===== src/rtl/da_half_pkg.sv =====
package da_half_pkg;

  typedef enum bit {
    OUT_COMB = 1'b0,
    OUT_FLOP = 1'b1
  } out_mode_e;

  // growth bits needed so that a sum of taps signed words cannot wrap
  function automatic int unsigned sum_width(int unsigned coef_w, int unsigned taps);
    return coef_w + $clog2(taps);
  endfunction

endpackage


===== src/rtl/da_part_table.sv =====
module da_part_table #(
  parameter int unsigned TAPS_IN = 4,
  parameter int unsigned COEF_W  = 12,
  parameter int unsigned SUM_W   = 15,
  parameter logic [TAPS_IN*COEF_W-1:0] COEFS = '0,
  localparam int unsigned DEPTH = 1 << TAPS_IN
) (
  input  logic [TAPS_IN-1:0] addr_i,
  output logic [SUM_W-1:0]   word_o
);

  function automatic logic [SUM_W-1:0] entry(int unsigned idx);
    logic [SUM_W-1:0] acc;
    acc = '0;
    for (int unsigned k = 0; k < TAPS_IN; k++) begin
      if (((idx >> k) & 1) != 0)
        acc = acc + SUM_W'(signed'(COEFS[k*COEF_W +: COEF_W]));
    end
    return acc;
  endfunction

  logic [SUM_W-1:0] words [DEPTH];

  for (genvar i = 0; i < DEPTH; i++) begin : g_word
    assign words[i] = entry(i);
  end

  assign word_o = words[addr_i];

endmodule


===== src/rtl/da_fold_stage.sv =====
module da_fold_stage #(
  parameter int unsigned COEF_W = 12,
  parameter int unsigned SUM_W  = 15,
  parameter logic [COEF_W-1:0] COEF = '0
) (
  input  logic             sel_i,
  input  logic [SUM_W-1:0] sum_i,
  output logic [SUM_W-1:0] sum_o
);

  localparam logic signed [COEF_W-1:0] COEF_S = COEF;
  localparam logic [SUM_W-1:0] COEF_EXT = SUM_W'(COEF_S);

  logic [SUM_W-1:0] addend;

  always_comb begin
    addend = sel_i ? COEF_EXT : '0;
    sum_o  = sum_i + addend;
  end

endmodule


===== src/rtl/da_halved_sum.sv =====
module da_halved_sum
  import da_half_pkg::*;
#(
  parameter int unsigned NUM_TAPS   = 5,
  parameter int unsigned COEF_W     = 12,
  parameter int unsigned TABLE_BITS = 4,
  parameter out_mode_e   OUT_MODE   = OUT_FLOP,
  parameter logic [NUM_TAPS*COEF_W-1:0] COEFS =
    {12'h001, 12'hF00, 12'h123, 12'h800, 12'h7FF},
  localparam int unsigned SUM_W = sum_width(COEF_W, NUM_TAPS)
) (
  input  logic                clk_i,
  input  logic                rst_ni,
  input  logic [NUM_TAPS-1:0] addr_i,
  output logic [SUM_W-1:0]    sum_o
);

  localparam int unsigned NUM_FOLD = NUM_TAPS - TABLE_BITS;

  logic [SUM_W-1:0] chain [NUM_FOLD+1];
  logic [SUM_W-1:0] result;

  // stored part: low TABLE_BITS address bits
  if (TABLE_BITS == 0) begin : g_no_table
    assign chain[0] = '0;
  end else begin : g_table
    da_part_table #(
      .TAPS_IN(TABLE_BITS),
      .COEF_W (COEF_W),
      .SUM_W  (SUM_W),
      .COEFS  (COEFS[TABLE_BITS*COEF_W-1:0])
    ) u_table (
      .addr_i(addr_i[TABLE_BITS-1:0]),
      .word_o(chain[0])
    );
  end

  // folded part: one mux/adder per remaining address bit
  for (genvar j = 0; j < NUM_FOLD; j++) begin : g_fold
    da_fold_stage #(
      .COEF_W(COEF_W),
      .SUM_W (SUM_W),
      .COEF  (COEFS[(TABLE_BITS+j)*COEF_W +: COEF_W])
    ) u_stage (
      .sel_i(addr_i[TABLE_BITS+j]),
      .sum_i(chain[j]),
      .sum_o(chain[j+1])
    );
  end

  assign result = chain[NUM_FOLD];

  localparam int signed LIM_NEG = -(int'(NUM_TAPS) * (1 <<< (COEF_W-1)));
  localparam int signed LIM_POS = int'(NUM_TAPS) * ((1 <<< (COEF_W-1)) - 1);

  if (OUT_MODE == OUT_FLOP) begin : g_flop
    logic [SUM_W-1:0] sum_q;

    always_ff @(posedge clk_i or negedge rst_ni) begin
      if (!rst_ni) sum_q <= '0;
      else         sum_q <= result;
    end

    assign sum_o = sum_q;

    assert_reset_clear_R7: assert property (@(posedge clk_i)
      !rst_ni |-> sum_o == '0);

    assert_zero_addr_R4: assert property (@(posedge clk_i) disable iff (!rst_ni)
      addr_i == '0 |=> sum_o == '0);

    for (genvar k = 0; k < NUM_TAPS; k++) begin : g_onehot_chk
      assert_single_tap_R5: assert property (@(posedge clk_i) disable iff (!rst_ni)
        addr_i == NUM_TAPS'(1 << k) |=>
          sum_o == SUM_W'(signed'(COEFS[k*COEF_W +: COEF_W])));
    end
  end else begin : g_comb
    assign sum_o = result;

    assert_zero_addr_R4: assert property (@(posedge clk_i) disable iff (!rst_ni)
      addr_i == '0 |-> sum_o == '0);

    for (genvar k = 0; k < NUM_TAPS; k++) begin : g_onehot_chk
      assert_single_tap_R5: assert property (@(posedge clk_i) disable iff (!rst_ni)
        addr_i == NUM_TAPS'(1 << k) |->
          sum_o == SUM_W'(signed'(COEFS[k*COEF_W +: COEF_W])));
    end
  end

  assert_no_overflow_R3: assert property (@(posedge clk_i) disable iff (!rst_ni)
    (int'(signed'(sum_o)) >= LIM_NEG) && (int'(signed'(sum_o)) <= LIM_POS));

endmodule


===== config.mk =====
export PLATFORM = sky130hd
export DESIGN_NAME = da_halved_sum
export DESIGN_NICKNAME = d
export VERILOG_FILES = /design/src/rtl/da_half_pkg.sv /design/src/rtl/da_part_table.sv /design/src/rtl/da_fold_stage.sv /design/src/rtl/da_halved_sum.sv
export SDC_FILE = /design/constraint.sdc
export NUM_CORES = 1
export LEC_CHECK = 0
export BUFFER_PORTS_ARGS = -buffer_cell sky130_fd_sc_hd__buf_2
export CORE_ASPECT_RATIO = 1.1
export CORE_MARGIN = 2
export CORE_UTILIZATION = 45
export CTS_CLUSTER_DIAMETER = 40
export DETAILED_ROUTE_END_ITERATION = 10
export PLACE_DENSITY_LB_ADDON = 0.05
export SLEW_MARGIN = 20
export SYNTH_ARGS = -nofsm -noshare
export SYNTH_HDL_FRONTEND = slang
export SYNTH_SLANG_ARGS = --single-unit

===== constraint.sdc =====
create_clock -name clk_i -period 0.8 [get_ports clk_i]
set_clock_uncertainty 0.05 [all_clocks]
set_input_delay 0.04 -clock clk_i [delete_from_list [all_inputs] [get_ports clk_i]]
set_output_delay 0.04 -clock clk_i [all_outputs]
set_load 0.01 [all_outputs]

# Yosys cells after proc, flatten, opt, wreduce, memory -nomap -nowiden
# Memory sizes are Yosys's and may differ from the RTL's.
# Index checks and enable logic that the tools add are counted.
dict set report totals {
  register_bits 15
  rom_bits 240
  input_bits 7
  output_inout_bits 15
  word_cells 8
  mem_count 1
}
dict set report op_classes {
  add_sub_neg 1
  magnitude_cmp 1
  muxes 3
  n_bitwise 1
}
# name depth word_bits read_ports rd_clocked_by_memory_dff write_ports line
set mem_list {}
lappend mem_list {{(name not given)} 16 15 1 0 0 da_part_table.sv:28} ;# assign word_o = words[addr_i];
# cell n
set op_table {}
lappend op_table {{2-to-1 mux 15 bit} 2}
lappend op_table {{adder 15 bit} 1}
lappend op_table {{greater-or-equal comparator 5 bit (second input constant)} 1}
lappend op_table {{NOT 4 -> 5 bit} 1}
lappend op_table {{2-to-1 mux 1 bit} 1}

# Logic depth before layout (Yosys ltp)
# Gate-level depths: netlist (run 1).
dict set report logic_depth {
  ltp_word 5
  mapped_depth 9
  depth_no_buf 7
}

# Modules after synthesis
# A second synthesis (run 1) with hierarchy kept.
dict set report hier_totals {
  hier_cells 80
  hier_area_um2 867.1
}
# mod n_inst cells_each area_per_inst_um2 seq_area_each_um2
set modules_own_cells {}
lappend modules_own_cells {da_halved_sum 1 15 375.4 375.4}
lappend modules_own_cells {da_fold_stage 1 39 292.8 0.0}
lappend modules_own_cells {da_part_table 1 26 198.9 0.0}

# Worst setup path before layout (run 1)
# Ideal clock, no wire load.
dict set report synth_path {
  path_kind {input port to flip-flop}
  from {in addr_i[2]}
  to {reg g_flop.sum_q[9] (netlist: sum_o[9])}
  setup_time_ps 131
  arrival_ps 1329
  t_required_ps 619
  setup_slack_ps -710
  path_stages 9
  path_buffers 2
  path_cell_list {buf_6 -> inv_1 -> ha_1 -> clkbuf_1 -> ha_1 -> nor2b_1 -> and4_2 -> o21ai_0 -> o21ai_0}
}
# element line
set synth_lines {}
lappend synth_lines {{start: declaration} da_halved_sum.sv:14} ;# input logic [NUM_TAPS-1:0] addr_i,
lappend synth_lines {{end signal: assignment} da_halved_sum.sv:61} ;# else sum_q <= result;
lappend synth_lines {{end: declaration} da_halved_sum.sv:57} ;# logic [SUM_W-1:0] sum_q;

==> results of run 1 <==
-- worst max-delay path, cell delays in order --
cell and delay (ns):
sky130_fd_sc_hd__buf_8 0.09, sky130_fd_sc_hd__inv_8 0.03, sky130_fd_sc_hd__ha_4 0.25, sky130_fd_sc_hd__ha_4 0.18, sky130_fd_sc_hd__ha_4 0.17, sky130_fd_sc_hd__nand2b_1 0.07
sky130_fd_sc_hd__o21ai_1 0.05, sky130_fd_sc_hd__a22o_1 0.17
-- power by group --
part	internal [mW]	switching (mW)	leakage, nW
combinational	0.302	0.283	0.399
sequential	0.827	0.0131	0.182
clock	0.185	0.222	0.0177
-- synthesized netlist by cell type (all sizes together) --
cell type and n:
o21ai 5, and2 1, nand2 4, nand2b 5, inv 6, clkbuf 3, buf 2, mux2i 1
and4 1, o21bai 1, xor2 1, dfrtp 15, ha 10, nor2 1, xnor2 1, a22oi 2
a21oi 7, nor2b 3, a21bo 1, a21boi 1, nand3 1, a22o 1
-- what timing repair did --
item / 4_1_cts / 5_1_grt
endpoints found under the hold margin: 15 / 0
pin swaps: 12 / 6
endpoints found under the setup margin: 29 / 25
buffers inserted: 3 / 0
gates resized for setup: 28 / 3
hold buffers: 1 / 0
-- how the worst max path moves through the flow --
stage	start	endpoint
3_3_place_gp	addr_i[2]	sum_o[2]
3_5_place_dp	addr_i[0]	sum_o[2]
2_1_floorplan	addr_i[2]	sum_o[2]
6_report	addr_i[2]	sum_o[8]
4_1_cts	addr_i[0]	sum_o[8]
5_1_grt	addr_i[2]	sum_o[8]
-- routing by layer --
metal | track usage, % | wire (um) | up-vias
li1 | - | - | 318
met1 | 22.0 | 696 | 287
met2 | 27.3 | 751 | 19
met3 | 2.22 | 57 | 5
met4 | 7.58 | 17 | 0
met5 | 0 | 0 | -
-- cell families after synthesis --
| logic type | after synthesis |
|---|---|
| AO/OA/AOI/OAI | 18 |
| XOR/XNOR | 2 |
| adder cells (fa/ha/maj) | 10 |
| buffers and inverters | 11 |
| flip-flops | 15 |
| multiplexers | 1 |
| AND/OR/NAND/NOR | 16 |
-- area by class of cell --
type	instances	area (sq um)	share of cell area (%)
inverters	6	37.5	2.94
clock buffers	3	22.5	1.76
multi-input cells	47	544	42.6
well taps	18	22.5	1.76
clock inverters	1	5.00	0.392
repair buffers	39	270	21.2
flip-flops and latches	15	375	29.4
-- through the flow --
| stage | TNS, ns | setup slack (ns) | hold WS (ns) | total power, mW |
|---|---|---|---|---|
| 4_1_cts | -1.58 | -0.135 | 0.0276 | 1.84 |
| 2_1_floorplan | -5.88 | -0.588 | -0.306 | 1.14 |
| 3_5_place_dp | -6.58 | -0.591 | -0.102 | 1.33 |
| 5_1_grt | -2.38 | -0.158 | 0.0195 | 1.95 |
| 6_report | -1.52 | -0.136 | 0.0355 | 1.83 |
| 3_3_place_gp | -6.27 | -0.553 | -0.106 | 1.32 |
==> reports/summary.md, run 1 <==
## Global routing
• global-route wire length before repair: 2710 um
• overall global routing resource usage: 16.9%
• number of global-route vias before repair: 616
• initial antenna violation count: 0
• largest net degree at the start of global routing: 16
• leftover overflow at the end of global routing: 0

## Placed design
• dpl cells: 121
• half-perimeter wire length of the detailed placement result: 1180 um
• input/output buffers: 21
• cell area after placement: 1080 sq um
• Routability Congestion: 0.754

## Power
• Worst IR Drop VDD: 0.643 mV
• power density cells: 1430 nW/um^2
• static leakage: 0.598 nW

## Clocking
• CTS Buf Count: 3
• clk slew on worst S/H paths: 0.08 ns
• number of sinks driven by the clock tree: 15
• root buffer cell: sky130_fd_sc_hd__clkbuf_4
• maximum level of the CTS H-tree: 1
• largest buffer count on any clock path: 2
• CTS tree: done

## Cells and area
• number of inserted filler cells in the final layout: 127
• number of nets in the final layout: 129
• number of antenna cells inserted: 0
• post-layout instance count excluding filler cells: 129
• number of flip-flops in the largest register: 15
• most frequent cells in the layout: sky130_fd_sc_hd__buf_2 (19), sky130_fd_sc_hd__buf_4 (15), sky130_fd_sc_hd__dfrtp_1 (15), sky130_fd_sc_hd__ha_4 (8), sky130_fd_sc_hd__a21oi_2 (5)
• final core area utilization: 73.3%
• commonest non-fill, non-tap cell in the layout: sky130_fd_sc_hd__buf_2
• Non-Filler Cell Area, Final: 1280 sq um
• fraction of layout cells with a size suffix above 1: 65.8%
• area grow syn2layout: 55.6%

## Run
• maximum capacitance violations: 0

## Setup path
• kind of start point of the critical path: input pin
• worst-path fanout max: 5
• required time reported for the critical path endpoint: 0.92 ns
• critical setup path kind: input pin to flop
• endpoint kind of the worst setup timing path: flop
• Critical Path AT: 1.05 ns

## Synthesis
• Mapped Area: 821 sq um
• share of the yosys chip area belonging to registers: 45.7%
• YS warnings: 0
• net count after synthesis: 90
• synthesized-area fraction occupied by ao, oa, aoi and oai cells: 17.2%
• leading area contributor after synthesis: sky130_fd_sc_hd__dfrtp_1
• adder-cell share of the synthesized area: 15.2%
• mean instance size in the synthesized netlist: 11.2 sq um
• simple-gate area share of the yosys netlist: 11.6%
• biggest area contributors in the synthesized netlist: sky130_fd_sc_hd__dfrtp_1 (46%), sky130_fd_sc_hd__ha_1 (15%), sky130_fd_sc_hd__nand2b_1 (3.8%), sky130_fd_sc_hd__a21oi_1 (3.0%), sky130_fd_sc_hd__o21ai_0 (3.0%)
• Gate Count Post-Synth: 73
• post-synthesis share of cell area spent on xor and xnor gates: 2.13%
• mux cell area share after synthesis: 1.22%
• share of Yosys cell area claimed by the top area cell type: 45.7%
• number of flip-flops and latches in the synthesized netlist: 15
• dominant combinational cell family by area after synthesis: compound AO/OA/AOI/OAI gates
• distinct cell type count after synthesis: 24

## Drt
• drt via density: 4.88
• residual antenna-violating net count after detailed routing: 0
• Final Routed Wirelength: 1520 um
• total via count after detailed routing: 629
• post-detailed-route wirelength per cell: 11.8 um
• starting DRC count in detailed routing: 9
• DRC errors left: 0
• number of iterations in the first detailed-routing pass: 4

## STA
• Final Slew Violations: 0
• shortest period the worst path allows: 0.936 ns
• post-route clock period utilization: 117%
• worst slew slack as a fraction of its limit: 79.1%
• setup violators final: 23
• Tightest Pin Transition: 0.313 ns
• unrepaired setup endpoints after global routing: true
• Fin. Hold Viols: 0
• fmax: 1.07 GHz
• worst setup margin: -0.136 ns

## Status
• violations in the final reports: negative setup slack
• outcome: finished with violations

## Floorplanning
• Core Region: 1740 sq um
• Core Rows: 16
• starting density of the core: 47.1%
• count of boundary I/O pins: 22
• Die X: 44.7 um
• area of the die: 2180 sq um
• die boundary height: 48.8 um

## Hold path
• Hold Crit Start: addr_i[4]
• Hold WC Path Type: input pin to flop
• end point of the most critical hold path: sum_o[0]
• cell depth of the worst hold path: 2

Power figures use the tool's default switching activity.
==> run 2: changes to the inputs <==
RECOVER_POWER = 100   (was default)
==> run 2 against run 1 <==
The flow still finishes with violations (negative setup slack). Critical path depth stayed put. Routed wire length stayed put. Combinational power hardly changed. Setup slack worse by 0.0020 ns. Die area stayed put. Sequential share of layout area is 0.058 points higher. Critical path type unchanged. Critical endpoint unchanged. Largest power group unchanged. Highest routed layer unchanged.
==> reports/summary.md, run 2 (same netlist as run 1, synthesis figures left out) <==
## STA
• Worst Hold Slack: 0.0366 ns, was 0.0355 ns
• Fin. Hold Viols: 0, unchanged
• shortest period the worst path allows: 0.938 ns, was 0.936 ns
• fmax: 1.07 GHz, about the same
• Final Slew Violations: 0, unchanged
• Tightest Pin Transition: 0.341 ns, was 0.313 ns
• unrepaired setup endpoints after global routing: true, unchanged
• final sum of negative setup slack: -1.51 ns, was -1.52 ns
• worst setup margin: -0.138 ns, was -0.136 ns
• setup violators final: 23, unchanged
• post-route clock period utilization: 117%, about the same
• worst slew slack as a fraction of its limit: 77.2%, was 79.1%

## Setup path
• Critical Path Max Stage Delay: 0.25 ns, about the same
• most frequent CP cell: sky130_fd_sc_hd__ha_4, unchanged
• Critical Path Slowest Stage Cell: sky130_fd_sc_hd__ha_4, unchanged
• endpoint kind of the worst setup timing path: flop, unchanged
• WP buf/inv: 2, unchanged
• required time reported for the critical path endpoint: 0.92 ns, about the same
• Critical Path AT: 1.05 ns, about the same
• worst-path fanout max: 5, unchanged
• kind of start point of the critical path: input pin, unchanged
• cell family with the largest share of critical-path delay: adder cells, unchanged
• critical path cell sequence: buf_8, inv_8, ha_4, ha_4, ha_4, nand2b_1, o21ai_1, a22o_1, unchanged
• critical setup path kind: input pin to flop, unchanged

## Cells and area
• area occupied by multi-input gates: 544 sq um, unchanged
• commonest non-fill, non-tap cell in the layout: sky130_fd_sc_hd__buf_2, unchanged
• Non-Filler Cell Area, Final: 1270 sq um, was 1280 sq um
• number of inserted filler cells in the final layout: 128, was 127
• post-layout instance count excluding filler cells: 129, unchanged
• most frequent cells in the layout: sky130_fd_sc_hd__buf_2 (18), sky130_fd_sc_hd__dfrtp_1 (15), sky130_fd_sc_hd__buf_4 (14), sky130_fd_sc_hd__ha_4 (8), sky130_fd_sc_hd__a21oi_2 (5), was sky130_fd_sc_hd__buf_2 (19), sky130_fd_sc_hd__buf_4 (15), sky130_fd_sc_hd__dfrtp_1 (15), sky130_fd_sc_hd__ha_4 (8), sky130_fd_sc_hd__a21oi_2 (5)
• number of nets in the final layout: 129, unchanged
• number of antenna cells inserted: 0, unchanged
• area grow syn2layout: 55.3%, was 55.6%
• number of flip-flops in the largest register: 15, unchanged
• Storage cell area: 375 sq um, unchanged
• fraction of layout cells with a size suffix above 1: 65.8%, unchanged

## Floorplanning
• Die X: 44.7 um, unchanged
• Core Rows: 16, unchanged
• Core Region: 1740 sq um, unchanged
• die boundary height: 48.8 um, unchanged
• starting density of the core: 47.1%, unchanged
• count of boundary I/O pins: 22, unchanged
• area of the die: 2180 sq um, unchanged

## Clocking
• CTS Buf Count: 3, unchanged
• largest buffer count on any clock path: 2, unchanged
• root buffer cell: sky130_fd_sc_hd__clkbuf_4, unchanged
• clk slew on worst S/H paths: 0.08 ns, about the same
• CTS tree: done, unchanged
• number of sinks driven by the clock tree: 15, unchanged
• maximum level of the CTS H-tree: 1, unchanged

## Global routing
• global routing usage on met2: 27.3%, unchanged
• global routing usage on met3: 2.22%, unchanged
• overall global routing resource usage: 16.9%, unchanged
• GRT busiest layer: met2, unchanged
• initial antenna violation count: 0, unchanged
• number of global-route vias before repair: 616, unchanged
• met1 track utilization from global routing: 22.0%, unchanged
• largest net degree at the start of global routing: 16, unchanged
• global-route wire length before repair: 2710 um, unchanged
• leftover overflow at the end of global routing: 0, unchanged

## Power
• Switching Share: 28.3%, about the same
• cell internal pwr: 1.31 mW, about the same
• static leakage: 0.598 nW, about the same
• net switching power: 0.517 mW, was 0.518 mW
• fraction of power consumed by combinational cells: 31.9%, about the same
• share of total power in the clock network: 22.2%, about the same
• Sequential Power Share: 46.0%, was 45.9%
• power density cells: 1430 nW/um^2, about the same
• Worst IR Drop VDD: 0.643 mV, about the same

## Hold path
• Hold WC Path Type: input pin to flop, unchanged
• cell depth of the worst hold path: 2, unchanged
• end point of the most critical hold path: sum_o[0], unchanged
• Hold Crit Start: addr_i[4], unchanged

## Drt
• post-detailed-route wirelength per cell: 11.8 um, unchanged
• total via count after detailed routing: 621, was 629
• drt via density: 4.81, was 4.88
• number of iterations in the first detailed-routing pass: 2, was 4
• residual antenna-violating net count after detailed routing: 0, unchanged
• starting DRC count in detailed routing: 8, was 9
• Final Routed Wirelength: 1520 um, unchanged
• DRC errors left: 0, unchanged

## Placed design
• input/output buffers: 21, unchanged
• worst slack, placed: -0.591 ns, unchanged
• cell area after placement: 1080 sq um, unchanged
• Routability Congestion: 0.754, unchanged
• dpl cells: 121, unchanged
• half-perimeter wire length of the detailed placement result: 1180 um, unchanged

## Run
• maximum capacitance violations: 0, unchanged

## Status
• outcome: finished with violations, unchanged
• violations in the final reports: negative setup slack, unchanged

-- run 2: what timing repair did --
action,in CTS,in global routing
hold buffers,1,0
pin swaps,12,6
endpoints found under the setup margin,29,25
endpoints found under the hold margin,15,0
buffers inserted,3,0
resized for setup,28,3
-- run 2: area by class of cell --
type / count / area share [%]
well taps: 18 / 1.77
inverters: 6 / 2.94
multi-input cells: 47 / 42.7
flip-flops and latches: 15 / 29.4
clock inverters: 1 / 0.393
clock buffers: 3 / 1.77
repair buffers: 39 / 21.0
-- run 2: worst max-delay path by stage --
stage	slack (ns)	end	cells after the start	start
2_1_floorplan	-0.59	sum_o[2]	9	addr_i[2]
3_3_place_gp	-0.55	sum_o[2]	8	addr_i[2]
3_5_place_dp	-0.59	sum_o[2]	8	addr_i[0]
4_1_cts	-0.14	sum_o[8]	8	addr_i[0]
5_1_grt	-0.16	sum_o[8]	8	addr_i[2]
6_report	-0.14	sum_o[8]	8	addr_i[2]
-- run 2: power groups by stage --
stage	registers, mW	logic [mW]	clock network [mW]
floorplan	0.903	0.232	0
global placement	0.855	0.462	0
detailed placement	0.857	0.470	0
CTS	0.841	0.583	0.416
global route	0.849	0.636	0.464
finish	0.841	0.582	0.405
-- run 2: through the flow --
step | power [mW] | utilization [%]
detailed placement | 1.33 | 62.1
CTS | 1.84 | 72.9
global placement | 1.32 | 62.1
floorplan | 1.14 | -
finish | 1.83 | 73.2
global route | 1.95 | 73.2
-- run 2: metal layers --
| metal | vias up | part of all wire (%) |
|---|---|---|
| met4 | 0 | 0.85 |
| met3 | 2 | 3.7 |
| met2 | 16 | 50 |
| met5 | - | 0 |
| li1 | 317 | - |
| met1 | 286 | 45 |
